--- config.mk ---
export PLATFORM = sky130hd
export DESIGN_NAME = srx_top
export DESIGN_NICKNAME = d
export VERILOG_FILES = /design/src/rtl/srx_pkg.sv /design/src/rtl/srx_sync.sv /design/src/rtl/srx_frame.sv /design/src/rtl/srx_hold.sv /design/src/rtl/srx_top.sv
export SDC_FILE = /design/constraint.sdc
export NUM_CORES = 1
export LEC_CHECK = 0
export ABC_AREA = 1
export BUFFER_PORTS_ARGS = -buffer_cell sky130_fd_sc_hd__buf_2
export CORE_MARGIN = 3
export CORE_UTILIZATION = 41
export CTS_BUF_LIST = sky130_fd_sc_hd__clkbuf_4
export DETAILED_ROUTE_END_ITERATION = 7
export PLACE_DENSITY = 0.68
export RECOVER_POWER = 50
export SETUP_SLACK_MARGIN = 0.3
export SYNTH_ARGS = -nofsm -noshare
export SYNTH_HDL_FRONTEND = slang
export SYNTH_SLANG_ARGS = --single-unit
--- constraint.sdc ---
create_clock -name clk -period 2 [get_ports clk]
set_clock_uncertainty 0.1 [all_clocks]
set_input_delay 0.6 -clock clk [delete_from_list [all_inputs] [get_ports clk]]
set_output_delay 0.6 -clock clk [all_outputs]
set_load 0.03 [all_outputs]
--- src/rtl/srx_pkg.sv ---
package srx_pkg;

  typedef enum logic [2:0] {
    S_IDLE,
    S_START,
    S_DATA,
    S_PAR,
    S_STOP,
    S_FECHK,
    S_WAITHI
  } srx_state_e;

  // number of data bits selected by the two-bit length code
  function automatic int unsigned char_bits(input logic [1:0] len, input int unsigned dw);
    return dw - 3 + int'(len);
  endfunction

  // parity bit the sender should have placed after the data
  function automatic logic par_expect(input logic [7:0] d, input logic odd);
    return (^d) ^ odd;
  endfunction

endpackage

--- src/rtl/srx_sync.sv ---
module srx_sync #(
  parameter int STAGES = 2
) (
  input  logic clk,
  input  logic rst_n,
  input  logic d,
  output logic q
);
  logic [STAGES-1:0] sr;

  always_ff @(posedge clk or negedge rst_n) begin
    if (!rst_n) sr <= '1;
    else        sr <= {sr[STAGES-2:0], d};
  end

  assign q = sr[STAGES-1];
endmodule

--- src/rtl/srx_frame.sv ---
module srx_frame
  import srx_pkg::*;
#(
  parameter int OVS = 16,
  parameter int DW  = 8
) (
  input  logic          clk,
  input  logic          rst_n,
  input  logic          tick,
  input  logic          en,
  input  logic          line,
  input  logic [1:0]    char_len,
  input  logic          par_en,
  input  logic          par_odd,
  output logic          done,
  output logic [DW-1:0] done_data,
  output logic          done_pe,
  output logic          done_fe,
  output logic          done_brk
);
  localparam int CW   = $clog2(OVS);
  localparam int IW   = $clog2(DW);
  localparam int HALF = OVS / 2;

  srx_state_e    state, state_n;
  logic [CW-1:0] cnt, cnt_n;
  logic [IW-1:0] bidx, bidx_n;
  logic [DW-1:0] sh, sh_n;
  logic          pbit, pbit_n;
  logic          line_q, line_q_n;
  logic [IW-1:0] last_idx;
  logic          bit_end;
  logic          zero_char;

  assign last_idx  = IW'(char_bits(char_len, DW) - 1);
  assign bit_end   = (cnt == CW'(OVS - 1));
  assign zero_char = (sh == '0) && !(par_en && pbit);

  always_ff @(posedge clk or negedge rst_n) begin
    if (!rst_n) begin
      state  <= S_IDLE;
      cnt    <= '0;
      bidx   <= '0;
      sh     <= '0;
      pbit   <= 1'b0;
      line_q <= 1'b1;
    end else begin
      state  <= state_n;
      cnt    <= cnt_n;
      bidx   <= bidx_n;
      sh     <= sh_n;
      pbit   <= pbit_n;
      line_q <= line_q_n;
    end
  end

  always_comb begin
    state_n  = state;
    cnt_n    = cnt;
    bidx_n   = bidx;
    sh_n     = sh;
    pbit_n   = pbit;
    line_q_n = line_q;
    done     = 1'b0;
    done_pe  = 1'b0;
    done_fe  = 1'b0;
    done_brk = 1'b0;
    if (!en) begin
      state_n = S_IDLE;
      cnt_n   = '0;
      if (tick) line_q_n = line;
    end else if (tick) begin
      line_q_n = line;
      unique case (state)
        S_IDLE: begin
          if (line_q && !line) begin
            state_n = S_START;
            cnt_n   = '0;
          end
        end
        S_START: begin
          if (line) begin
            state_n = S_IDLE;
          end else if (cnt == CW'(HALF - 1)) begin
            state_n = S_DATA;
            cnt_n   = '0;
            bidx_n  = '0;
            sh_n    = '0;
            pbit_n  = 1'b0;
          end else begin
            cnt_n = cnt + 1'b1;
          end
        end
        S_DATA: begin
          if (bit_end) begin
            cnt_n      = '0;
            sh_n[bidx] = line;
            if (bidx == last_idx) state_n = par_en ? S_PAR : S_STOP;
            else                  bidx_n  = bidx + 1'b1;
          end else begin
            cnt_n = cnt + 1'b1;
          end
        end
        S_PAR: begin
          if (bit_end) begin
            cnt_n   = '0;
            pbit_n  = line;
            state_n = S_STOP;
          end else begin
            cnt_n = cnt + 1'b1;
          end
        end
        S_STOP: begin
          if (bit_end) begin
            cnt_n    = '0;
            done     = 1'b1;
            done_pe  = par_en && (pbit != par_expect(8'(sh), par_odd));
            done_fe  = !line;
            done_brk = !line && zero_char;
            if (line)           state_n = S_IDLE;
            else if (sh != '0)  state_n = S_FECHK;
            else                state_n = S_WAITHI;
          end else begin
            cnt_n = cnt + 1'b1;
          end
        end
        S_FECHK: begin
          if (line) begin
            state_n = S_IDLE;
          end else if (cnt == CW'(HALF - 1)) begin
            state_n = S_START;
            cnt_n   = '0;
          end else begin
            cnt_n = cnt + 1'b1;
          end
        end
        S_WAITHI: begin
          if (line) state_n = S_IDLE;
        end
        default: state_n = S_IDLE;
      endcase
    end
  end

  assign done_data = sh;
endmodule

--- src/rtl/srx_hold.sv ---
module srx_hold #(
  parameter int DW = 8
) (
  input  logic          clk,
  input  logic          rst_n,
  input  logic          en,
  input  logic          done,
  input  logic [DW-1:0] d_data,
  input  logic          d_pe,
  input  logic          d_fe,
  input  logic          d_brk,
  input  logic          rd,
  output logic          load_ev,
  output logic          ovr_ev,
  output logic [DW-1:0] data,
  output logic          rdy,
  output logic          pe,
  output logic          fe,
  output logic          ovr,
  output logic          brk,
  output logic          rts
);
  logic full;

  assign full    = rdy && !rd;
  assign load_ev = done && !full;
  assign ovr_ev  = done && full;

  always_ff @(posedge clk or negedge rst_n) begin
    if (!rst_n) begin
      data <= '0;
      rdy  <= 1'b0;
      pe   <= 1'b0;
      fe   <= 1'b0;
      ovr  <= 1'b0;
      brk  <= 1'b0;
    end else begin
      if (rd) begin
        rdy <= 1'b0;
        pe  <= 1'b0;
        fe  <= 1'b0;
        ovr <= 1'b0;
        brk <= 1'b0;
      end
      if (load_ev) begin
        data <= d_data;
        rdy  <= 1'b1;
        pe   <= d_pe;
        fe   <= d_fe;
        brk  <= d_brk;
      end
      if (ovr_ev) ovr <= 1'b1;
    end
  end

  assign rts = en && !ovr;
endmodule

--- src/rtl/srx_top.sv ---
module srx_top #(
  parameter int OVS       = 16,
  parameter int DW        = 8,
  parameter int SYNC_STGS = 2
) (
  input  logic          clk,
  input  logic          rst_n,
  input  logic          tick16,
  input  logic          rx_en,
  input  logic          rxd,
  input  logic [1:0]    char_len,
  input  logic          par_en,
  input  logic          par_odd,
  input  logic          rd_stb,
  output logic [DW-1:0] rx_data,
  output logic          rx_rdy,
  output logic          err_par,
  output logic          err_frm,
  output logic          err_ovr,
  output logic          rx_brk,
  output logic          rts_ok
);
  logic          line_s;
  logic          frame_done;
  logic [DW-1:0] done_data;
  logic          done_pe, done_fe, done_brk;
  logic          load_ev, ovr_ev;

  srx_sync #(.STAGES(SYNC_STGS)) u_sync (
    .clk   (clk),
    .rst_n (rst_n),
    .d     (rxd),
    .q     (line_s)
  );

  srx_frame #(.OVS(OVS), .DW(DW)) u_frame (
    .clk       (clk),
    .rst_n     (rst_n),
    .tick      (tick16),
    .en        (rx_en),
    .line      (line_s),
    .char_len  (char_len),
    .par_en    (par_en),
    .par_odd   (par_odd),
    .done      (frame_done),
    .done_data (done_data),
    .done_pe   (done_pe),
    .done_fe   (done_fe),
    .done_brk  (done_brk)
  );

  srx_hold #(.DW(DW)) u_hold (
    .clk     (clk),
    .rst_n   (rst_n),
    .en      (rx_en),
    .done    (frame_done),
    .d_data  (done_data),
    .d_pe    (done_pe),
    .d_fe    (done_fe),
    .d_brk   (done_brk),
    .rd      (rd_stb),
    .load_ev (load_ev),
    .ovr_ev  (ovr_ev),
    .data    (rx_data),
    .rdy     (rx_rdy),
    .pe      (err_par),
    .fe      (err_frm),
    .ovr     (err_ovr),
    .brk     (rx_brk),
    .rts     (rts_ok)
  );
endmodule

==> results.yml <==
run_status:
  status: "finished clean"
clocking:
  root_buffer: "clkbuf_4"
  path_clk_slew_ns: 0.11
  clock_sinks: 35
  cts_buffers: 5
  cts_tree: "built"
  htreeDepth: 2
  clk_latency_ns: 0.34
  ctsHoldBuffers: 0
  clock_path_buffers: 2
layout:
  area_growth_pct: 15.5
  final_common_cell: "nand2_1"
  final_cell_mix: "nand2_1 (74), nand3_1 (34), dfrtp_1 (29)"
  nNetsFinal: 335
  diodes: 0
  drive_gt1_frac: 0.250
  filler_cell_count: 482
synth:
  synthArstFlopShare: 1.00
  synth_largest_area_cell: "dfrtp_1"
  synth_seq_cells: 35
  ys_seq_area_frac: 0.404
  synth_edf_count: 0
  netlist_area_sq_um: 2180
  syn_inst: 287
  synth_top_area_frac: 0.368
  synth_top_flop_cell: "dfrtp_1"
  syn_area_per_cell_sq_um: 7.59
  synth.distinct_cells: 36
  synthTopCellsByArea: "dfrtp_1 (37%), nand2_1 (13%), nand3_1 (8.0%)"
  syn_nets: 303
  ys_warn_count: 0
sta:
  grt_setup_unrepaired: "true"
  worst_pin_slew_ns: 0.832
  fmax_mhz: 572
  fin_ws_ns: 0.251
  finalSetupTns_ns: 0
  finalSetupViolCount: 0
  fin_crit_sh: 0.874
  hold_viol: 0
  slew_viol_final: 0
  min_period_ns: 1.75
  slew-limit-headroom: 0.445
die:
  rows: 25
  coreArea_sq_um: 4910
  io_pins: 24
  die_width_microns: 78.9
  die_area_sq_um: 6220
  die_h_microns: 78.9
  start_util: 0.443
placement:
  io_buffer_count: 23
  gp_congestion: 0.907
  pre_cts_slack_ns: 0.143
  dp_hpwl_mm: 3.34
power_and_ir_drop:
  vdd_drop_max_v: 0.000344
  p_clk_frac: 0.300
  p_sw_uw: 398
  swShare: 0.299
  pwr-share-seq: 0.560
  leakage_uw: 0.00130
  pwr-share-comb: 0.140
  p_int_uw: 932
  power_density_nw_per_um2: 529
grt:
  grt_usage: 0.158
  grt_max_degree: 21
  antenna_found_initial: 0
  grt_pass1_wl_mm: 7.82
  grt_overflow: 0
  grt_pass1_vias: 1709
critical_path:
  crit_arrival_ns: 1.89
  cp-start-kind: "flop"
  worstPathRequired_ns: 2.14
  worstPathMaxFanout: 16
  end_kind: "flop"
  path_class: "reg -> reg"
min_path:
  worst_hold_path_type: "in -> async"
routing:
  num_vias: 1916
  detail-route-antenna-nets: 0
  avgViaCountPerCell: 4.95
  drt-wirelength-per-cell_microns: 11.7
  drtIter0Drc: 89
  wirelength_mm: 4.55
  drt_drc_violations_left: 0
  dr.pass1.iters: 4
job:
  maxCapViolCount: 0
## power groups by stage
stage | Clock (uW) | Sequential [uW] | Combinational (uW)
after floorplan | 0 | 749 | 124
after global placement | 0 | 757 | 172
after detailed placement | 0 | 758 | 173
after CTS | 417 | 744 | 182
after global routing | 453 | 750 | 213
final | 399 | 745 | 186
## through the flow
stage	utilization	cells	total power, uW	area [sq um]	hold WS, ns
6_report	0.512	387	1330	2510	0.221
5_1_grt	0.512	387	1420	2510	0.221
4_1_cts	0.504	383	1340	2470	0.0565
3_5_place_dp	0.483	373	930	2370	0.247
3_3_place_gp	0.483	373	929	2370	0.246
2_1_floorplan	-	287	873	2180	0.204
## worst max-delay path, stage by stage (launching register included)
cell	delay, ns
dfrtp_1	0.43
ha_4	0.17
nand2_2	0.07
nor2_4	0.19
nand4_1	0.31
buf_6	0.26
nand2_1	0.06
o21ai_1	0.05
## cell usage after synthesis, types with 2 or more instances
master and instances:
buf_2 5, xnor2_1 4, ha_1 6, nand4_1 6, nor2_1 27, dfrtp_1 32
nor2_4 3, nand3_1 35, o21ai_0 3, nor3_1 7, nand3b_1 2, buf_6 2
xor2_1 4, nand2_1 75, inv_2 7, dfstp_2 3, inv_1 21, o21ai_1 19
nor2_2 5, nand2_2 5
## layer usage
layer | global-route usage | part of all wire | vias up
met1 | 0.218 | 0.49 | 870
li1 | - | - | 1006
met2 | 0.239 | 0.45 | 36
met4 | 0.0515 | 0.013 | 0
met3 | 0.0454 | 0.044 | 4
met5 | 0 | 0 | -
## what timing repair did
item / CTS / global route
pin swaps: 2 / 6
buffers inserted: 2 / 4
hold endpoints to repair: 0 / 0
resized for setup: 8 / 12
setup endpoints to repair: 17 / 29
## final timing paths
path	depth (start not counted)	to	slack, ns	from
max	7	u_hold.data[6]	0.25	u_frame.cnt[1]
min in group clk	1	u_sync.sr[0]	0.25	rxd
min	1	u_hold.data[2]	0.22	rst_n
max in group asynchronous	2	u_sync.sr[0]	0.57	rst_n
min reg2reg	0	u_sync.sr[1]	0.27	u_sync.sr[0]
max reg2reg	7	u_hold.data[6]	0.25	u_frame.cnt[1]
## cell type report
type | instances | area (sq um) | area share
Sequential cell | 35 | 883 | 0.351
Clock inverter | 2 | 12.5 | 0.00498
Timing Repair Buffer | 34 | 206 | 0.0821
Tap cell | 67 | 83.8 | 0.0333
Inverter | 31 | 120 | 0.0478
Multi-Input combinational cell | 212 | 1160 | 0.463
Clock buffer | 6 | 45.0 | 0.0179
## sequential cells by signal, indices dropped and copies added, names as in the netlist
name	flops
u_hold.pe	1
u_frame.pbit	1
u_hold.ovr	1
u_hold.brk	1
u_frame.cnt	4
u_frame.done_data	8
u_frame.bidx	3
u_frame.state	3
u_hold.data	8
u_sync.sr	2
u_frame.line_q	1
u_hold.rdy	1
u_hold.fe	1
## kinds of logic (layout without fill, tap and decap cells)
family | Yosys count | after routing | synth area share
adder cells (fa/ha/maj) | 6 | 6 | 0.0345
AO/OA/AOI/OAI | 29 | 29 | 0.0787
AND/OR/NAND/NOR | 169 | 169 | 0.368
buffers and inverters | 40 | 73 | 0.0822
flip-flops | 35 | 35 | 0.404
XOR/XNOR | 8 | 8 | 0.0322
No activity file was read; power rests on OpenSTA's default activity.
